`src/rtl/csa_pkg.sv`:
```
package csa_pkg;
  // Default geometry of the activity report
  localparam int unsigned CSA_NUM_CH = 9;
  localparam int unsigned CSA_PERIOD = 10;
  localparam int unsigned CSA_SYNC_STAGES = 2;
  // Channel index of the attachment-unit port; twisted-pair k sits at k+1
  localparam int unsigned CSA_AUI_IDX = 0;
endpackage

```
`src/rtl/csa_sync.sv`:
```
module csa_sync #(
  parameter int unsigned NUM_CH = csa_pkg::CSA_NUM_CH,
  parameter int unsigned STAGES = csa_pkg::CSA_SYNC_STAGES
) (
  input  logic              clk,
  input  logic              rst,
  input  logic [NUM_CH-1:0] raw_i,
  output logic [NUM_CH-1:0] sync_o
);
  logic [STAGES-1:0][NUM_CH-1:0] stage_q;

  always_ff @(posedge clk) begin
    if (rst) stage_q[0] <= '0;
    else     stage_q[0] <= raw_i;
  end

  for (genvar s = 1; s < STAGES; s++) begin : g_stage
    always_ff @(posedge clk) begin
      if (rst) stage_q[s] <= '0;
      else     stage_q[s] <= stage_q[s-1];
    end
  end

  assign sync_o = stage_q[STAGES-1];
endmodule

```
`src/rtl/csa_sticky.sv`:
```
module csa_sticky #(
  parameter int unsigned NUM_CH = csa_pkg::CSA_NUM_CH
) (
  input  logic              clk,
  input  logic              rst,
  input  logic [NUM_CH-1:0] sync_i,
  input  logic              period_end_i,
  output logic [NUM_CH-1:0] frame_o
);
  logic [NUM_CH-1:0] seen_q;

  for (genvar c = 0; c < NUM_CH; c++) begin : g_ch
    always_ff @(posedge clk) begin
      if (rst)               seen_q[c] <= 1'b0;
      else if (period_end_i) seen_q[c] <= sync_i[c];
      else                   seen_q[c] <= seen_q[c] | sync_i[c];
    end

    assign frame_o[c] = seen_q[c] | sync_i[c];


    sticky_set_chk: assert property (@(posedge clk) disable iff (rst)
      sync_i[c] |=> seen_q[c]);


    sticky_clear_chk: assert property (@(posedge clk) disable iff (rst)
      (period_end_i && !sync_i[c]) |=> !seen_q[c]);
  end
endmodule

```
`src/rtl/csa_framer.sv`:
```
module csa_framer #(
  parameter int unsigned NUM_CH = csa_pkg::CSA_NUM_CH,
  parameter int unsigned PERIOD = csa_pkg::CSA_PERIOD
) (
  input  logic              clk,
  input  logic              rst,
  input  logic [NUM_CH-1:0] frame_i,
  output logic              period_end_o,
  output logic              sdata_o,
  output logic              strobe_o
);
  localparam int unsigned CW = (PERIOD > 1) ? $clog2(PERIOD) : 1;
  localparam logic [CW-1:0] LAST_SLOT = CW'(PERIOD - 1);
  localparam logic [CW-1:0] LAST_DATA = CW'(NUM_CH - 1);

  logic [CW-1:0]     slot_q;
  logic [NUM_CH-1:0] shreg_q;
  logic              sdata_q;
  logic              strobe_q;
  logic              last;

  assign last = (slot_q == LAST_SLOT);

  always_ff @(posedge clk) begin
    if (rst) begin
      slot_q   <= '0;
      shreg_q  <= '0;
      sdata_q  <= 1'b0;
      strobe_q <= 1'b0;
    end else begin
      slot_q   <= last ? '0 : slot_q + 1'b1;
      strobe_q <= (slot_q == LAST_DATA);
      if (last) begin
        sdata_q <= frame_i[NUM_CH-1];
        shreg_q <= frame_i << 1;
      end else if (slot_q < LAST_DATA) begin
        sdata_q <= shreg_q[NUM_CH-1];
        shreg_q <= shreg_q << 1;
      end else begin
        sdata_q <= 1'b0;
      end
    end
  end

  assign period_end_o = last;
  assign sdata_o      = sdata_q;
  assign strobe_o     = strobe_q;


  strobe_single_chk: assert property (@(posedge clk) disable iff (rst)
    strobe_q |=> !strobe_q);


  strobe_quiet_chk: assert property (@(posedge clk) disable iff (rst)
    strobe_q |-> !sdata_q);
endmodule

```
`src/rtl/csa_serializer.sv`:
```
module csa_serializer #(
  parameter int unsigned NUM_CH      = csa_pkg::CSA_NUM_CH,
  parameter int unsigned PERIOD      = csa_pkg::CSA_PERIOD,
  parameter int unsigned SYNC_STAGES = csa_pkg::CSA_SYNC_STAGES
) (
  input  logic              clk,
  input  logic              rst,
  input  logic [NUM_CH-1:0] carrier_in,
  output logic              ser_data,
  output logic              ser_strobe
);
  logic [NUM_CH-1:0] carrier_sync;
  logic [NUM_CH-1:0] frame_bits;
  logic              period_end;

  csa_sync #(.NUM_CH(NUM_CH), .STAGES(SYNC_STAGES)) u_sync (
    .clk    (clk),
    .rst    (rst),
    .raw_i  (carrier_in),
    .sync_o (carrier_sync)
  );

  csa_sticky #(.NUM_CH(NUM_CH)) u_sticky (
    .clk          (clk),
    .rst          (rst),
    .sync_i       (carrier_sync),
    .period_end_i (period_end),
    .frame_o      (frame_bits)
  );

  csa_framer #(.NUM_CH(NUM_CH), .PERIOD(PERIOD)) u_framer (
    .clk          (clk),
    .rst          (rst),
    .frame_i      (frame_bits),
    .period_end_o (period_end),
    .sdata_o      (ser_data),
    .strobe_o     (ser_strobe)
  );


  reset_quiet_chk: assert property (@(posedge clk)
    rst |=> (!ser_data && !ser_strobe));
endmodule

```
`config.mk`:
```
export PLATFORM = sky130hd
export DESIGN_NAME = csa_serializer
export DESIGN_NICKNAME = d
export VERILOG_FILES = /design/src/rtl/csa_pkg.sv /design/src/rtl/csa_sync.sv /design/src/rtl/csa_sticky.sv /design/src/rtl/csa_framer.sv /design/src/rtl/csa_serializer.sv
export SDC_FILE = /design/constraint.sdc
export NUM_CORES = 1
export LEC_CHECK = 0
export ABC_AREA = 1
export ABC_CLOCK_PERIOD_IN_PS = 2900
export BUFFER_PORTS_ARGS = -buffer_cell sky130_fd_sc_hd__clkbuf_2
export CAP_MARGIN = 5
export CORE_MARGIN = 2
export CORE_UTILIZATION = 62
export DETAILED_ROUTE_END_ITERATION = 16
export MAX_ROUTING_LAYER = met4
export PLACE_DENSITY = 0.88
export SETUP_SLACK_MARGIN = 0.15
export SLEW_MARGIN = 20
export SYNTH_ARGS = -nofsm -noshare
export SYNTH_HDL_FRONTEND = slang
export SYNTH_HIERARCHICAL = 1
export SYNTH_SLANG_ARGS = --single-unit
export TNS_END_PERCENT = 30
```
`constraint.sdc`:
```
create_clock -name clk -period 2.9 [get_ports clk]
set_clock_uncertainty 0.1 [all_clocks]
set_input_delay 0.145 -clock clk [delete_from_list [all_inputs] [get_ports clk]]
set_output_delay 0.145 -clock clk [all_outputs]
set_load 0.02 [all_outputs]
```
==> impl_metrics.env <==
export IMPL_status="complete, no violations"
export IMPL_portBuffers=12
export IMPL_dieArea_um2=3160
export IMPL_cap_violations=0
export IMPL_synth_cell_types=20
export IMPL_yosys_area_top_type="dfxtp_1"
export IMPL_ios=13
export IMPL_worst_path_buf_inv=1
export IMPL_final_core_util_pct=71.8
export IMPL_dpl_worst_slack_ns=1.31
export IMPL_synthSimpleGateAreaFrac_pct=28.0
export IMPL_hold_class="input port to register"
export IMPL_grt_pass1_wl_um=4570
export IMPL_crit_type="register to register"
export IMPL_ant_nets=0
export IMPL_grt_overflow=0
export IMPL_synth_seq_area_share_pct=48.5
export IMPL_crit_family="flip-flops"
export IMPL_row_count=18
export IMPL_cts_resized=0
export IMPL_startpoint_type="register"
export IMPL_yosysMostFrequentCell="nor2_1"
export IMPL_synth_seq_cells=41
export IMPL_clock_sinks=41
export IMPL_synth_compound_area_share_pct=1.63
export IMPL_syn_num_nets=240
export IMPL_powerDensity_nw_per_um2=527
export IMPL_drive_gt1_share_pct=15.9
export IMPL_synth_xor_area_share_pct=0.518
export IMPL_maxSlewViolCount=0
export IMPL_yosys_area_share_adder_pct=2.22
export IMPL_syn2layout_area_growth_pct=7.03
export IMPL_grt_total_usage_pct=19.4
export IMPL_combPwrFrac_pct=8.0
export IMPL_synthTopCellsByCount="nor2_1 (52), inv_1 (47), dfxtp_1 (41)"
export IMPL_route_detailed_drc=0
export IMPL_post_cts_setup_buffers=0
export IMPL_endpoint_kind="register"
export IMPL_design_area_um2=1810
export IMPL_max_stage_delay_ns=0.44
export IMPL_netlist_area_um2=1690
export IMPL_finalCritPeriodShare_pct=55.2
export IMPL_synth_area_top_cells="dfxtp_1 (49%), nor2_1 (12%), inv_1 (10%), nand2_1 (7.5%), buf_4 (4.9%)"
export IMPL_dieWidth_um=56.2
export IMPL_fin_crit_ns=1.60
export IMPL_fin_tns_setup_ns=0
export IMPL_yosysWarnings=6
export IMPL_switchingPower_mw=0.222
export IMPL_crit_chain="ha_1, nand3_2, inv_2, nand2_1, a21oi_2"
export IMPL_crit_path_max_fanout=11
export IMPL_core_area_um2=2520
export IMPL_grt_start_max_net_pins=31
export IMPL_ir_drop_mv=0.407
export IMPL_avgSynthCellArea_um2=7.49
export IMPL_layout_setup_ws_ns=1.30
export IMPL_wl_um=2480
export IMPL_timing_slew_headroom_pct=57.3
export IMPL_synth_edf_count=0
export IMPL_worst_pin_slew_ns=0.640
export IMPL_ctsLongestPathBuffers=2
export IMPL_insertion_delay_ns=0.35
export IMPL_finalHoldViolations=0
export IMPL_dr_first_iter_drc_count=21
export IMPL_root_buffer="clkbuf_4"
export IMPL_viasPerCell=4.46
export IMPL_start_util_pct=67.1
export IMPL_clkPwrFrac_pct=29.5
export IMPL_grt_antenna_before_repair=0
export IMPL_arrival_ns=1.79
export IMPL_rsz0062_at_grt="no"
export IMPL_routedWlPerCell_um=9.23
export IMPL_num_nets_final=253
export IMPL_diodes=0
export IMPL_vias=1201
export IMPL_timing_fmax_ghz=0.624
export IMPL_syn_inst=226
export IMPL_place_area_um2=1670
export IMPL_place_hpwl_um=1640
export IMPL_cp_slowest_cell="dfxtp_1"
export IMPL_synth_ff_type="dfxtp_1"
export IMPL_clk_pin_slew_ns=0.11
export IMPL_setup_viol=0
export IMPL_seq_power_share_pct=62.5
export IMPL_numCtsBuffers=5
export IMPL_internal_power_mw=0.731
export IMPL_gp_congestion=0.790
export IMPL_synth_top_area_share_pct=48.5
export IMPL_die_h_um=56.2
export IMPL_dr_pass1_iters=4
export IMPL_p_leak_nw=0.871
export IMPL_synthArstFlopShare_pct=0
export IMPL_htree_levels=2
export IMPL_switching_share_pct=23.3
export IMPL_cts_tree="done"
export IMPL_muxShareOfSynthArea_pct=0
export IMPL_first_global_vias=1125
export IMPL_worstPathRequired_ns=3.08
export IMPL_ctsHoldBuffers=9
export IMPL_synth_top_family_by_area="simple AND/OR/NAND/NOR gates"
[cells by family after synthesis]
kind of cell	count (synthesis)
AND/OR/NAND/NOR	110
buffers and inverters	67
flip-flops	41
AO/OA/AOI/OAI	4
adder cells (fa/ha/maj)	3
XOR/XNOR	1
[area by class of cell]
cell class                 instances  area, um2
sequential                        41        821
clock buffer                       7       55.1
tap                               30       37.5
timing repair buffer              21        150
inverter                          52        200
multi-input combinational        118        547
fill                             194        712
[layout by cell type (no fill, tap or decap), types with 2 or more instances in the layout]
master         Yosys  layout
clkbuf_4           0       5
nand2_1           34      34
nand4_1            8       8
dlygate4sd3_1      0       9
clkbuf_2           0      12
inv_2              4       4
ha_1               3       3
nor2_2             9       9
nand3_1            3       3
a21oi_1            2       2
dfxtp_1           41      41
nand2_2            3       3
nor2_1            52      52
inv_1             47      47
[power groups by stage]
stage	Clock, mW	Sequential (mW)	Combinational [mW]
floorplan	0	0.605	0.0626
global placement	0	0.608	0.0638
detailed placement	0	0.609	0.0663
CTS	0.289	0.596	0.0760
global route	0.311	0.599	0.0885
finish	0.282	0.596	0.0763
[worst reg2reg max path, stage by stage (launching register included)]
cell     delay (ns)
dfxtp_1        0.44
ha_1           0.39
nand3_2        0.17
inv_2          0.21
nand2_1        0.10
a21oi_2        0.13
[registers in the layout, indices dropped and copies added, names as in the netlist]
| name | flops |
|---|---|
| u_sync/sync_o | 9 |
| u_framer/strobe_o | 1 |
| u_sync/stage_q | 9 |
| u_framer/sdata_o | 1 |
| u_sticky/seen_q | 9 |
| u_framer/slot_q | 4 |
| u_framer/shreg_q | 8 |
[per-stage QoR]
stage / std cells / total power, mW / hold slack, ns
2_1_floorplan: 226 / 0.668 / 0.152
3_3_place_gp: 253 / 0.672 / 0.237
3_5_place_dp: 253 / 0.675 / 0.240
4_1_cts: 269 / 0.961 / 0.268
5_1_grt: 269 / 0.998 / 0.315
6_report: 269 / 0.954 / 0.266
[path summary, 6_finish.rpt]
check        depth (start not counted)                               end                     startpoint  slack, ns
max                                  5  u_framer/shreg_q[1]$_SDFFE_PP0P_  u_framer/slot_q[0]$_SDFF_PP0_       1.30
min                                  2  u_framer/shreg_q[1]$_SDFFE_PP0P_                            rst       0.27
max reg2reg                          5  u_framer/shreg_q[1]$_SDFFE_PP0P_  u_framer/slot_q[0]$_SDFF_PP0_       1.30
min reg2reg                          2       u_sync/sync_o[0]$_SDFF_PP0_   u_sync/stage_q[0]$_SDFF_PP0_       0.31
[per-layer routing]
layer / track usage [%] / routed length [um] / vias to the layer above
met2: 30.9 / 1150 / 17
li1: - / - / 665
met3: 7.21 / 108 / 6
met5: - / 0 / -
met1: 21.1 / 1170 / 513
met4: 10.2 / 56 / 0
(Power assumes the default switching activity.)
